--- src/rtl/lep_pkg.sv ---
package lep_pkg;
   localparam int LEP_DATA_W  = 32;
   localparam int LEP_DELAY_W = 7;
   localparam int LEP_EN_BIT  = 16;

   function automatic logic lep_writable(input int bit_idx, input int delay_w, input int en_bit);
      return (bit_idx < delay_w) || (bit_idx == en_bit);
   endfunction
endpackage

--- src/rtl/lep_regs.sv ---
module lep_regs
   import lep_pkg::*;
#(
   parameter int DATA_W  = LEP_DATA_W,
   parameter int DELAY_W = LEP_DELAY_W,
   parameter int EN_BIT  = LEP_EN_BIT
) (
   input  logic               clk,
   input  logic               rst_n,
   input  logic               wr_en,
   input  logic [DATA_W-1:0]  wr_data,
   output logic [DATA_W-1:0]  rd_data,
   output logic [DELAY_W-1:0] delay_q,
   output logic               en_q
);
   logic [DATA_W-1:0] ctrl_q;

   if (DELAY_W < 1 || DELAY_W > EN_BIT) begin : g_bad_delay
      $error("lep_regs: DELAY_W must be in 1..EN_BIT");
   end
   if (EN_BIT >= DATA_W) begin : g_bad_en
      $error("lep_regs: EN_BIT must lie inside the data word");
   end

   for (genvar i = 0; i < DATA_W; i++) begin : g_bit
      if (lep_writable(i, DELAY_W, EN_BIT)) begin : g_rw
         always_ff @(posedge clk or negedge rst_n) begin
            if (!rst_n)     ctrl_q[i] <= 1'b0;
            else if (wr_en) ctrl_q[i] <= wr_data[i];
         end
      end else begin : g_rsvd
         assign ctrl_q[i] = 1'b0;
      end
   end

   assign rd_data = ctrl_q;
   assign delay_q = ctrl_q[DELAY_W-1:0];
   assign en_q    = ctrl_q[EN_BIT];

   // a write shows up on the read port in the following cycle
   p_write_back_r2: assert property (@(posedge clk) disable iff (!rst_n)
      wr_en |=> (delay_q == $past(wr_data[DELAY_W-1:0])) && (en_q == $past(wr_data[EN_BIT])));
endmodule

--- src/rtl/lep_delay.sv ---
module lep_delay #(
   parameter int DELAY_W = 7
) (
   input  logic               clk,
   input  logic               rst_n,
   input  logic               en,
   input  logic               last_edge,
   input  logic [DELAY_W-1:0] delay,
   output logic               fire
);
   logic               busy_q;
   logic [DELAY_W-1:0] cnt_q;

   always_ff @(posedge clk or negedge rst_n) begin
      if (!rst_n) begin
         busy_q <= 1'b0;
         cnt_q  <= '0;
      end else if (!en) begin
         busy_q <= 1'b0;
      end else if (last_edge) begin
         busy_q <= 1'b1;
         cnt_q  <= delay;
      end else if (busy_q) begin
         if (cnt_q == '0) busy_q <= 1'b0;
         else             cnt_q  <= cnt_q - 1'b1;
      end
   end

   assign fire = en && busy_q && (cnt_q == '0);

   // an accepted event loads the setting held before the edge
   p_load_r7: assert property (@(posedge clk) disable iff (!rst_n)
      (en && last_edge) |=> busy_q && (cnt_q == $past(delay)));
   // a running count steps down by one each cycle
   p_step_r4: assert property (@(posedge clk) disable iff (!rst_n)
      (en && busy_q && !last_edge && cnt_q != '0) |=> busy_q && (cnt_q == $past(cnt_q) - 1'b1));
   // a disabled counter holds nothing pending
   p_cancel_r8: assert property (@(posedge clk) disable iff (!rst_n)
      !en |=> !busy_q || $past(en));
endmodule

--- src/rtl/lep_shaper.sv ---
module lep_shaper (
   input  logic clk,
   input  logic rst_n,
   input  logic en,
   input  logic fire,
   output logic pulse
);
   logic pulse_q;

   always_ff @(posedge clk or negedge rst_n) begin
      if (!rst_n) pulse_q <= 1'b0;
      else        pulse_q <= fire && en;
   end

   assign pulse = pulse_q && en;

   // a count reaching zero produces the strobe in the next cycle
   p_fire_r4: assert property (@(posedge clk) disable iff (!rst_n)
      (fire && en) |=> pulse || !en);
   // no strobe while disabled
   p_off_low_r6: assert property (@(posedge clk) disable iff (!rst_n)
      !en |-> !pulse);
endmodule

--- src/rtl/line_end_gen.sv ---
module line_end_gen
   import lep_pkg::*;
#(
   parameter int DATA_W  = LEP_DATA_W,
   parameter int DELAY_W = LEP_DELAY_W,
   parameter int EN_BIT  = LEP_EN_BIT
) (
   input  logic              clk,
   input  logic              rst_n,
   input  logic              panel_last_edge,
   input  logic              reg_we,
   input  logic [DATA_W-1:0] reg_wdata,
   output logic [DATA_W-1:0] reg_rdata,
   output logic              line_end
);
   logic [DELAY_W-1:0] delay_s;
   logic               en_s;
   logic               fire_s;

   lep_regs #(.DATA_W(DATA_W), .DELAY_W(DELAY_W), .EN_BIT(EN_BIT)) u_regs (
      .clk(clk), .rst_n(rst_n), .wr_en(reg_we), .wr_data(reg_wdata),
      .rd_data(reg_rdata), .delay_q(delay_s), .en_q(en_s)
   );

   lep_delay #(.DELAY_W(DELAY_W)) u_delay (
      .clk(clk), .rst_n(rst_n), .en(en_s), .last_edge(panel_last_edge),
      .delay(delay_s), .fire(fire_s)
   );

   lep_shaper u_shaper (
      .clk(clk), .rst_n(rst_n), .en(en_s), .fire(fire_s), .pulse(line_end)
   );

   // reserved bits never read as one
   p_rsvd_zero_r3: assert property (@(posedge clk) disable iff (!rst_n)
      reg_we |=> $countones(reg_rdata) <= DELAY_W + 1);
endmodule

--- config.mk ---
export PLATFORM = sky130hd
export DESIGN_NAME = line_end_gen
export DESIGN_NICKNAME = d
export VERILOG_FILES = /design/src/rtl/lep_pkg.sv /design/src/rtl/lep_regs.sv /design/src/rtl/lep_delay.sv /design/src/rtl/lep_shaper.sv /design/src/rtl/line_end_gen.sv
export SDC_FILE = /design/constraint.sdc
export NUM_CORES = 1
export LEC_CHECK = 0
export BUFFER_PORTS_ARGS = -buffer_cell sky130_fd_sc_hd__buf_2
export CORE_ASPECT_RATIO = 0.7
export CORE_MARGIN = 5
export CORE_UTILIZATION = 42
export CTS_CLUSTER_DIAMETER = 100
export DETAILED_ROUTE_END_ITERATION = 10
export PLACE_DENSITY_LB_ADDON = 0.05
export REMOVE_ABC_BUFFERS = 1
export SETUP_SLACK_MARGIN = 0.2
export SYNTH_ARGS = -nofsm -noshare
export SYNTH_HDL_FRONTEND = slang
export SYNTH_SLANG_ARGS = --single-unit
--- constraint.sdc ---
create_clock -name clk -period 2.55 [get_ports clk]
set_clock_uncertainty 0.1 [all_clocks]
set_input_delay 0.3825 -clock clk [delete_from_list [all_inputs] [get_ports clk]]
set_output_delay 0.3825 -clock clk [all_outputs]
set_load 0.1 [all_outputs]
==> reports/results.md, run 1 <==
| Quantity | Value |
| --- | --- |
| Antenna-violating nets left | 0 |
| Residual DRC | 0 |
| Hold Path Origin | reg_wdata[6] |
| Worst hold path type | input pin to register |
| Antenna violations before repair | 0 |
| Data arrival, critical path | 1500 ps |
| Commonest register cell after synthesis | sky130_fd_sc_hd__dfrtp_1 |
| Post-layout total power | 1090 uW |
| Power density relative to cell area | 942 nW/um^2 |
| Clock net sink count | 17 |
| Average wire length per cell after detail routing | 12.8 um |
| Worst-Margin Slew | 573 ps |
| Total clock buffers created by CTS | 3 |
| I/O pin cnt | 69 |
| Type of the worst setup path | register to output port |
| Share of synthesized flip-flops with an asynchronous set or reset | 100% |
| Number of buffers added on ports | 20 |
| Count of buffers added by post-CTS timing repair for setup | 0 |
| Synth-to-layout area growth | 6.95% |
| Number of synthesized flops with an enable pin | 0 |
| Result of the run | finished, final reports clean |
| Kind of cell with the highest combined delay on the critical path | flip-flops |
| H-tree levels | 1 |
| Category of the worst setup path capture point | output port |
| Leakage Power | 0.000553 uW |
| Highest clock rate | 503 MHz |
| Startpoint of the lowest-slack register-to-register path | u_delay.cnt_q[2] |
| Worst Path Max Fanout | 15 |
| Clock Tree Buf Depth | 2 |
| Cell types with the highest counts after synthesis | sky130_fd_sc_hd__buf_4, sky130_fd_sc_hd__dfrtp_1, sky130_fd_sc_hd__mux2_2 |
| Setup TNS | 0 ps |
| Clock Latency Late Sink | 250 ps |
| Placer congestion estimate | 0.767 |
| Cell-by-cell listing of the critical path | and2_1, buf_2 |
| Routed vias | 805 |
| Unique masters post-synth | 35 |
| Ratio of routed vias to standard cells | 4.94 |
| GR Overflow Total | 0 |
| Data required time at the worst endpoint | 2070 ps |
| Global-route wire length before repair | 3260 um |
| Number of slew-limit violations in the final report | 0 |
| Sum of net half-perimeters after detailed placement | 1550 um |
| Starting DRT DRC Count | 51 |
| Biggest cell delay along the critical path | 630 ps |
| Top cell type by total area after synthesis | sky130_fd_sc_hd__dfrtp_1 |
| Crit path from | u_regs.en_q |
| Hold Vio Cnt, Final | 0 |
| Portion of synthesized cell area occupied by the leading cell type | 39.4% |
| Die width | 70.6 um |
| Sequential cell area fraction in the yosys report | 39.4% |
| Top cells by area, synth | sky130_fd_sc_hd__dfrtp_1, sky130_fd_sc_hd__buf_4, sky130_fd_sc_hd__mux2_2, sky130_fd_sc_hd__ha_1, sky130_fd_sc_hd__nand2_1 |
| Top-count cell post-synth | sky130_fd_sc_hd__buf_4 |
| Core outline area | 2460 sq um |
| Number of global-route vias before repair | 712 |
| Total length of routed wires | 2080 um |
| Setup repair after global routing missed its margin | no |
| GRT Resource Usage Total | 11.3% |
| Reg clk slew, reported paths | 70 ps |
| DIE HEIGHT | 52.4 um |
| Count of mapped cells out of synthesis | 110 |
| Period minus WS final | 1990 ps |
| Worst Setup Start Kind | register |
| Fraction of final layout cells sized beyond drive strength 1 | 27.1% |
| Relative max-transition margin | 61.4% |
| Number of antenna cells inserted | 0 |
| Mean cell area of the mapped netlist | 9.82 sq um |
| Post-CTS Hold Fix Bufs | 1 |
| Cell with the largest stage delay on the worst path | sky130_fd_sc_hd__dfrtp_1 |
| Max-cap violations | 0 |
| Final setup violating endpoints | 0 |
| Final core utilization | 47.0% |
| CTS tree | yes |
| Starting Density | 43.9% |
| Number of cells upsized or downsized after cts | 0 |
| Die ar. | 3700 sq um |
| Drt first pass iters | 4 |
| Placement Rows | 15 |
| Synthesis-stage register bit count | 17 |
| Synthesized area | 1080 sq um |
| Maximum VDD drop | 0.412 mV |
| Post-route fraction of the period consumed by the critical path | 77.9% |
| Yosys synthesis warning count | 0 |
| Cell at the root of the clock tree | sky130_fd_sc_hd__clkbuf_8 |
| Largest net degree at the start of global routing | 18 |
| Final layout net count | 168 |
| Buffers & Inverters on Critical Path | 1 |
## registers in the layout, indices dropped and copies added, names as in the netlist
register and count:
u_delay.busy_q 1, u_delay.cnt_q 7, u_regs.delay_q 7, u_regs.en_q 1
u_shaper.pulse_q 1
## stage by stage
step	cells	worst slack [ps]	cell area, sq um	hold slack (ps)
finish	163	563	1150	256
global route	163	493	1150	246
CTS	163	550	1150	250
detailed placement	158	643	1100	232
global placement	158	659	1100	233
floorplan	104	115	956	-13.1
## layout make-up
cell class / instances / area (sq um)
clock buffers: 3 / 41.3
clock inverters: 1 / 5.00
fillers: 237 / 1300
inverters: 5 / 18.8
multi-input cells: 82 / 512
flip-flops and latches: 17 / 425
well taps: 34 / 42.5
repair buffers: 21 / 110
## routing by layer
layer	vias up	share of wire [%]	GRT usage [%]
li1	381	-	-
met1	368	49	14.3
met2	56	39	17.9
met3	0	13	4.79
met4	0	0	2.81
met5	-	0	0
## where the power goes
group          switching, uW  internal (uW)  total, uW
sequential              82.5            327        410
clock                   91.1            108        199
combinational            361            118        479
## kinds of logic (layout without fill, tap and decap cells)
| group | count (synthesis) | in the layout | share of synthesized area (%) |
|---|---|---|---|
| flops | 17 | 17 | 39.4 |
| buf+inv | 34 | 30 | 21.2 |
| fa+ha+maj | 2 | 2 | 2.32 |
| other cells | 1 | 24 | 0.347 |
| compound gates | 21 | 21 | 13.9 |
| mux | 9 | 9 | 9.27 |
| simple gates | 26 | 26 | 13.6 |
## cells in the final DEF, fill, tap and decap left out, drive strengths merged, types with 2 or more instances in the layout
master and count:
nand2 6, inv 5, mux2 8, nor3 2, a21oi 3, nor3b 3, a22oi 2, ha 2
o22ai 2, or3 3, dfrtp 17, o21ai 5, nor2 5, buf 20, conb 24, nand4 2
clkbuf 3
## worst paths after layout
path | slack [ps] | end | cells past startpoint
setup reg to reg | 630 | u_delay.cnt_q[5] | 4
min in group asynchronous | 470 | u_regs.delay_q[1] | 2
hold reg to reg | 430 | u_regs.delay_q[5] | 1
hold / removal | 260 | u_regs.delay_q[6] | 2
max in group asynchronous | 1600 | u_delay.cnt_q[3] | 2
setup / recovery | 560 | line_end | 2
(Power assumes the default switching activity.)
==> inputs of run 2 (changes only) <==
--- a/config.mk
+++ b/config.mk
@@ -5,10 +5,11 @@
 export SDC_FILE = /design/constraint.sdc
 export NUM_CORES = 1
 export LEC_CHECK = 0
+export ABC_AREA = 1
 export BUFFER_PORTS_ARGS = -buffer_cell sky130_fd_sc_hd__buf_2
 export CORE_ASPECT_RATIO = 0.7
 export CORE_MARGIN = 5
-export CORE_UTILIZATION = 42
+export CORE_UTILIZATION = 38
 export CTS_CLUSTER_DIAMETER = 100
 export DETAILED_ROUTE_END_ITERATION = 10
 export PLACE_DENSITY_LB_ADDON = 0.05
==> constraint.sdc (replaced) <==
create_clock -name clk -period 1.6 [get_ports clk]
set_clock_uncertainty 0.1 [all_clocks]
set_input_delay 0.24 -clock clk [delete_from_list [all_inputs] [get_ports clk]]
set_output_delay 0.24 -clock clk [all_outputs]
set_load 0.1 [all_outputs]
==> run 2 against run 1 <==
  * Via count rose by 5.2%
  * Register-to-register slack got worse by 420 ps
  * Flip-flop and latch count did not move
  * Synthesized area rose by 4.1%
  * Wire length rose by 6.3%
  * Combinational power rose by 150%
  * Worst setup slack got worse by 360 ps
  * Sequential power rose by 60%
  * Critical path depth rose by 7
  * Largest power group unchanged
  * Final cell count rose by 22%
==> reports/results.md, run 2 <==
| Quantity | Value | Delta |
| --- | --- | --- |
| Kind of cell with the highest combined delay on the critical path | simple AND/OR/NAND/NOR gates |  |
| Result of the run | finished, final reports clean |  |
| Drt first pass iters | 3 | -1 |
| Cell-by-cell listing of the critical path | inv_2, ha_4, inv_2, nor2_4, nand3_4, nand2_8, nand2_8, nand3_2, nand2_1 |  |
| Ratio of routed vias to standard cells | 4.26 | -14% |
| Worst Path Max Fanout | 7 | -8 |
| Reg-to-reg critical path endpoint | u_delay.cnt_q[6] |  |
| GRT Resource Usage Total | 11.8% | +0.53 points |
| Leakage Power | 0.000694 uW | +26% |
| Top metal layer carrying routed signals | met3 |  |
| Category of the worst setup path capture point | register |  |
| Routed vias | 847 | +5.2% |
| Fraction of final layout cells sized beyond drive strength 1 | 35.6% | +8.5 points |
| Type of the worst setup path | register to register |  |
| Number of buffers added on ports | 20 | unchanged |
| Hold Vio Cnt, Final | 0 | unchanged |
| Placement Rows | 16 | +1 |
| # placed instances | 187 | +18% |
| Total non-filler cell area in the finished layout | 1350 sq um | +16% |
| Min-Delay Endpoint | u_regs.delay_q[4] |  |
| Worst r2r path cells | 9 | +5 |
| Number of synthesized flops with an enable pin | 0 | unchanged |
| Starting DRT DRC Count | 29 | -43% |
| Unique masters post-synth | 21 | -40% |
| Largest net degree at the start of global routing | 18 | unchanged |
| Number of antenna cells inserted | 0 | unchanged |
| Highest clock rate | 717 MHz |  |
| Buffers & Inverters on Critical Path | 2 | +1 |
| Count of mapped cells out of synthesis | 135 | +23% |
| Data arrival, critical path | 1440 ps | -60 ps |
| Number of slew-limit violations in the final report | 0 | unchanged |
| Synthesis-stage register bit count | 17 | unchanged |
| Max-cap violations | 0 | unchanged |
| Total clock buffers created by CTS | 3 | unchanged |
| Period minus WS final | 1390 ps |  |
| Switching part of the total power | 50.5% | +1.4 points |
| Clock network fraction of total power | 14.8% | -3.5 points |
| H-tree levels | 1 | unchanged |
| Synth-to-layout area growth | 19.7% |  |
| Most frequent standard cell in the layout excluding fill and tap cells | sky130_fd_sc_hd__nand2_1 |  |
| Maximum VDD drop | 0.601 mV | +46% |
| Die ar. | 4160 sq um | +12% |
| Hold-critical path depth | 3 | +1 |
| GR Overflow Total | 0 | unchanged |
| Yosys synthesis warning count | 0 | unchanged |
| Clock Tree Buf Depth | 2 | unchanged |
| Starting Density | 39.8% | -4.1 points |
| Core outline area | 2820 sq um | +15% |
| Residual DRC | 0 | unchanged |
| Combinational share of power | 54.7% | +11 points |
| Global-route wire length before repair | 3800 um | +16% |
| Layout Cells excl Fill | 199 | +22% |
| Clock Latency Late Sink | 250 ps | about the same |
| Worst hold path type | input pin to register |  |
| Post-route fraction of the period consumed by the critical path | 87.1% |  |
| Reg clk slew, reported paths | 70 ps | about the same |
| Synthesized area | 1120 sq um | +4.1% |
| Setup repair after global routing missed its margin | yes |  |
| Total length of routed wires | 2210 um | +6.3% |
| CTS tree | yes |  |
| Share of synthesized flip-flops with an asynchronous set or reset | 100% | unchanged |
| Sum of net half-perimeters after detailed placement | 1610 um | +3.8% |
| Cell at the root of the clock tree | sky130_fd_sc_hd__clkbuf_8 |  |
| Routed length on met3 | 173 um | -35% |
| Internal power | 1070 uW | +93% |
| Startpoint of the lowest-slack register-to-register path | u_delay.cnt_q[0] |  |
| Commonest register cell after synthesis | sky130_fd_sc_hd__dfrtp_1 |  |
| Final worst hold slack | 94.1 ps | -162 ps |
| Cell with the largest stage delay on the worst path | sky130_fd_sc_hd__dfrtp_1 |  |
| Average wire length per cell after detail routing | 11.1 um | -13% |
| Data required time at the worst endpoint | 1640 ps | -430 ps |
| Top-count cell post-synth | sky130_fd_sc_hd__nand2_1 |  |
| I/O pin cnt | 69 | unchanged |
| Top cell type by total area after synthesis | sky130_fd_sc_hd__dfrtp_1 |  |
| Length of routed met2 wiring | 1010 um | +25% |
| Sequential share of power | 30.5% | -7.2 points |
| Top library cells by usage in the layout, fill and taps aside | sky130_fd_sc_hd__nand2_1, sky130_fd_sc_hd__conb_1, sky130_fd_sc_hd__dfrtp_1 |  |
| Placer congestion estimate | 0.801 | +4.5% |
| DIE HEIGHT | 55.5 um | +5.9% |
| Antenna violations before repair | 0 | unchanged |
| Mean cell area of the mapped netlist | 8.32 sq um | -15% |
| Power spent charging and discharging nets | 1090 uW | +100% |
| Placement Cell Area | 1150 sq um | +5.1% |
| Final layout net count | 202 | +20% |
| Hold Path Origin | reg_wdata[4] |  |
| Clock net sink count | 17 | unchanged |
| Worst-case register-to-register setup slack | 210 ps | -420 ps |
| Final setup violating endpoints | 0 | unchanged |
| Portion of synthesized cell area occupied by the leading cell type | 37.9% | -1.5 points |
| Power density relative to cell area | 1610 nW/um^2 | +70% |
| Sequential cell area fraction in the yosys report | 37.9% | -1.5 points |
| Antenna-violating nets left | 0 | unchanged |
| Biggest cell delay along the critical path | 400 ps | -230 ps |
| Die width | 75.0 um | +6.2% |
| Cell types with the highest counts after synthesis | sky130_fd_sc_hd__nand2_1, sky130_fd_sc_hd__buf_4, sky130_fd_sc_hd__dfrtp_1 |  |
| Top cells by area, synth | sky130_fd_sc_hd__dfrtp_1, sky130_fd_sc_hd__buf_4, sky130_fd_sc_hd__nand2_1, sky130_fd_sc_hd__o21ai_0, sky130_fd_sc_hd__inv_1 |  |
| Number of global-route vias before repair | 825 | +16% |
| Worst Setup Start Kind | register |  |
| M1 WL | 1030 um | +2.1% |
| Final core utilization | 47.7% | +0.68 points |
[run 2: how the worst max path moves through the flow]
stage	from	to	depth (start not counted)
floorplan	u_regs.en_q	line_end	2
global placement	u_delay.cnt_q[1]	u_delay.cnt_q[2]	9
detailed placement	u_delay.cnt_q[1]	u_delay.cnt_q[2]	9
CTS	u_regs.en_q	line_end	3
global route	u_delay.cnt_q[0]	u_delay.cnt_q[4]	10
finish	u_delay.cnt_q[0]	u_delay.cnt_q[6]	9
[run 2: power groups by stage]
stage,sequential [uW],combinational (uW),clock (uW)
after detailed placement,666,991,0
after CTS,656,1050,336
after global routing,672,1300,352
after global placement,663,985,0
after floorplan,778,711,0
final,658,1180,320
[run 2: logic make-up (layout without fill, tap and decap cells)]
group,Yosys count,count (layout),share of synthesized area (%)
AND/OR/NAND/NOR,55,56,25.8
buffers and inverters,43,47,23.5
flip-flops,17,17,37.9
AO/OA/AOI/OAI,14,14,7.24
multiplexers,3,3,3.01
adder cells (fa/ha/maj),2,2,2.23
other,1,24,0.334
[run 2: layer usage]
| layer | vias to the layer above | global-route usage (%) |
|---|---|---|
| met4 | 0 | 1.52 |
| met3 | 0 | 4.53 |
| met1 | 384 | 14.8 |
| met2 | 33 | 19.6 |
| met5 | - | 0 |
| li1 | 430 | - |
[run 2: layout make-up]
cell class / instances / area (sq um)
Timing Repair Buffer: 28 / 181
Multi-Input combinational cell: 99 / 591
Tap cell: 36 / 45.0
Clock buffer: 4 / 45.0
Sequential cell: 17 / 427
Inverter: 15 / 56.3
Fill cell: 276 / 1480
[run 2: repair_timing]
item,CTS,global route
endpoints found under the hold margin,17,0
buffers inserted,3,3
hold buffers,1,0
gates cloned,0,1
resized for setup,7,17
pin swaps,0,2
setup endpoints to repair,11,10
[run 2: per-stage QoR]
step,worst slack [ps],total power [uW],TNS [ps]
6_report,206,2160,0
5_1_grt,102,2320,0
4_1_cts,190,2050,0
3_5_place_dp,102,1660,0
3_3_place_gp,125,1650,0
2_1_floorplan,-407,1490,-1300
[run 2: worst reg2reg max path: stages (launching register included)]
cell and delay, ps:
sky130_fd_sc_hd__dfrtp_1 400, sky130_fd_sc_hd__inv_2 100, sky130_fd_sc_hd__ha_4 130, sky130_fd_sc_hd__inv_2 40
sky130_fd_sc_hd__nor2_4 90, sky130_fd_sc_hd__nand3_4 100, sky130_fd_sc_hd__nand2_8 120, sky130_fd_sc_hd__nand2_8 80
sky130_fd_sc_hd__nand3_2 90, sky130_fd_sc_hd__nand2_1 40
==> inputs of run 3 (changes only) <==
--- a/config.mk
+++ b/config.mk
@@ -6,10 +6,10 @@
 export NUM_CORES = 1
 export LEC_CHECK = 0
 export ABC_AREA = 1
-export BUFFER_PORTS_ARGS = -buffer_cell sky130_fd_sc_hd__buf_2
+export BUFFER_PORTS_ARGS = -buffer_cell sky130_fd_sc_hd__clkbuf_2
 export CORE_ASPECT_RATIO = 0.7
 export CORE_MARGIN = 5
-export CORE_UTILIZATION = 38
+export CORE_UTILIZATION = 35
 export CTS_CLUSTER_DIAMETER = 100
 export DETAILED_ROUTE_END_ITERATION = 10
 export PLACE_DENSITY_LB_ADDON = 0.05
==> run 3 against run 2 <==
  * Wire length rose by 5.2%
  * Non-clock buffer count fell by 1
  * Die area rose by 7.2%
  * Final cell count rose by 0.50%
  * Largest power group unchanged
  * Highest routed layer is now met4
==> reports/results.md, run 3 (same netlist as run 2, synthesis figures left out) <==
| Quantity | Value | Delta |
| --- | --- | --- |
| Result of the run | finished, final reports clean |  |
| Die ar. | 4460 sq um | +7.2% |
| Starting DRT DRC Count | 31 | +6.9% |
| Placer congestion estimate | 0.742 | -7.4% |
| Placement Rows | 17 | +1 |
| Clock net sink count | 17 | unchanged |
| Starting Density | 35.9% | -3.9 points |
| Final worst hold slack | 93.8 ps | -0.271 ps |
| Global-route wire length before repair | 3840 um | +0.92% |
| Max-cap violations | 0 | unchanged |
| Number of global-route vias before repair | 816 | -1.1% |
| Final setup violating endpoints | 0 | unchanged |
| Placement Cell Area | 1170 sq um | +1.7% |
| Sum of net half-perimeters after detailed placement | 1620 um | +0.23% |
| Routed vias | 866 | +2.2% |
| Final Worst Setup Slack | 154 ps | -52.4 ps |
| Period minus WS final | 1450 ps | +52.4 ps |
| H-tree levels | 1 | unchanged |
| Met2 usage in global routing | 16.6% | -3.0 points |
| Worst Setup Start Kind | register |  |
| # placed instances | 189 | +1.1% |
| Worst Path Max Fanout | 7 | unchanged |
| Total non-filler cell area in the finished layout | 1360 sq um | +1.2% |
| Drt first pass iters | 4 | +1 |
| Top library cells by usage in the layout, fill and taps aside | sky130_fd_sc_hd__nand2_1, sky130_fd_sc_hd__conb_1, sky130_fd_sc_hd__dfrtp_1 |  |
| Total clock buffers created by CTS | 3 | unchanged |
| Startpoint of the lowest-slack register-to-register path | u_delay.cnt_q[0] |  |
| GRT Resource Usage Total | 11.0% | -0.79 points |
| Ratio of routed vias to standard cells | 4.33 | +1.7% |
| Type of the worst setup path | register to register |  |
| Fraction of final layout cells sized beyond drive strength 1 | 35.2% | -0.40 points |
| Total length of routed wires | 2330 um | +5.2% |
| Antenna violations before repair | 0 | unchanged |
| Post-route fraction of the period consumed by the critical path | 90.4% | +3.3 points |
| Final core utilization | 43.5% | -4.1 points |
| Crit path from | u_delay.cnt_q[0] |  |
| Data required time at the worst endpoint | 1650 ps | about the same |
| I/O pin cnt | 69 | unchanged |
| Antenna-violating nets left | 0 | unchanged |
| Average wire length per cell after detail routing | 11.6 um | +4.7% |
| Clock Latency Late Sink | 250 ps | about the same |
| Core outline area | 3130 sq um | +11% |
| Category of the worst setup path capture point | register |  |
| Hold Vio Cnt, Final | 0 | unchanged |
| Routing usage on met3 | 3.31% | -1.2 points |
| Cell at the root of the clock tree | sky130_fd_sc_hd__clkbuf_8 |  |
| Number of buffers added on ports | 20 | unchanged |
| Power density relative to cell area | 1620 nW/um^2 | +0.57% |
| DIE HEIGHT | 57.4 um | +3.4% |
| Global routing usage on met1 | 14.5% | -0.23 points |
| Final layout net count | 201 | -0.50% |
| Layout Cells excl Fill | 200 | +0.50% |
| Residual DRC | 0 | unchanged |
| Setup repair after global routing missed its margin | yes |  |
| Clock Tree Buf Depth | 2 | unchanged |
| Worst hold path type | input pin to register |  |
| Reg clk slew, reported paths | 70 ps | about the same |
| Largest net degree at the start of global routing | 18 | unchanged |
| Hold Path Origin | reg_wdata[6] |  |
| CTS tree | yes |  |
| GR Overflow Total | 0 | unchanged |
| Number of antenna cells inserted | 0 | unchanged |
| Minimum setup slack after placement | 36.3 ps | -65.5 ps |
| Maximum VDD drop | 0.680 mV | +13% |
| Die width | 77.7 um | +3.6% |
| Leakage Power | 0.000691 uW | -0.57% |
| Data arrival, critical path | 1500 ps | +60 ps |
| Synth-to-layout area growth | 21.2% |  |
| Number of slew-limit violations in the final report | 0 | unchanged |
| Busiest metal layer after global routing | met2 |  |
| Highest clock rate | 691 MHz | -3.6% |
[run 3: cell count changes in the layout (fill, tap and decap cells not counted), moves of 2 or more]
cell and delta:
sky130_fd_sc_hd__clkbuf_2 +11, sky130_fd_sc_hd__clkbuf_4 +5, sky130_fd_sc_hd__buf_4 -3, sky130_fd_sc_hd__nand2_2 +2, sky130_fd_sc_hd__buf_2 -14
[run 3: worst paths after layout]
path                                     end  slack, ps  cells after the start
max                         u_delay.cnt_q[6]        150                      9
min                        u_regs.delay_q[6]         90                      3
max reg2reg                 u_delay.cnt_q[6]        150                      9
min reg2reg                 u_shaper.pulse_q        420                      2
max in group asynchronous        u_regs.en_q        710                      2
min in group asynchronous  u_regs.delay_q[4]        360                      2
[run 3: layer usage]
layer | up-vias | wire length [um]
met1 | 395 | 1070
met3 | 4 | 169
met4 | 0 | 36
li1 | 434 | -
met5 | - | 0
met2 | 33 | 1050
[run 3: worst max-delay path, cell delays in order (launching register included)]
cell,delay (ps)
sky130_fd_sc_hd__dfrtp_1,390
sky130_fd_sc_hd__inv_2,130
sky130_fd_sc_hd__ha_4,160
sky130_fd_sc_hd__inv_2,40
sky130_fd_sc_hd__nor2_4,80
sky130_fd_sc_hd__nand3_4,100
sky130_fd_sc_hd__nand2_8,110
sky130_fd_sc_hd__nand2_8,90
sky130_fd_sc_hd__nand3_2,90
sky130_fd_sc_hd__nand2_1,50
[run 3: power breakdown]
group	total, uW	internal, uW	switching [uW]	leakage (uW)
combinational	1210	376	839	0.000460
clock	330	177	153	0.0000228
sequential	654	535	119	0.000208
total	2200	1090	1110	0.000691
[run 3: cell type report]
class / count / area [sq um]
fillers: 321 / 1770
multi-input cells: 99 / 596
flip-flops and latches: 17 / 427
repair buffers: 27 / 190
inverters: 15 / 56.3
well taps: 38 / 47.5
clock buffers: 4 / 45.0
[run 3: what timing repair did]
action / in CTS / in global routing
hold buffers: 1 / 0
gates cloned: 1 / 0
pin swaps: 6 / 8
endpoints found under the hold margin: 17 / 0
gates resized for setup: 19 / 4
setup endpoints to repair: 15 / 8
setup buffers: 5 / 0
[run 3: through the flow]
stage	total power (uW)	setup TNS, ps
2_1_floorplan	1490	-1300
3_3_place_gp	1660	0
3_5_place_dp	1660	0
4_1_cts	2170	0
5_1_grt	2360	0
6_report	2200	0
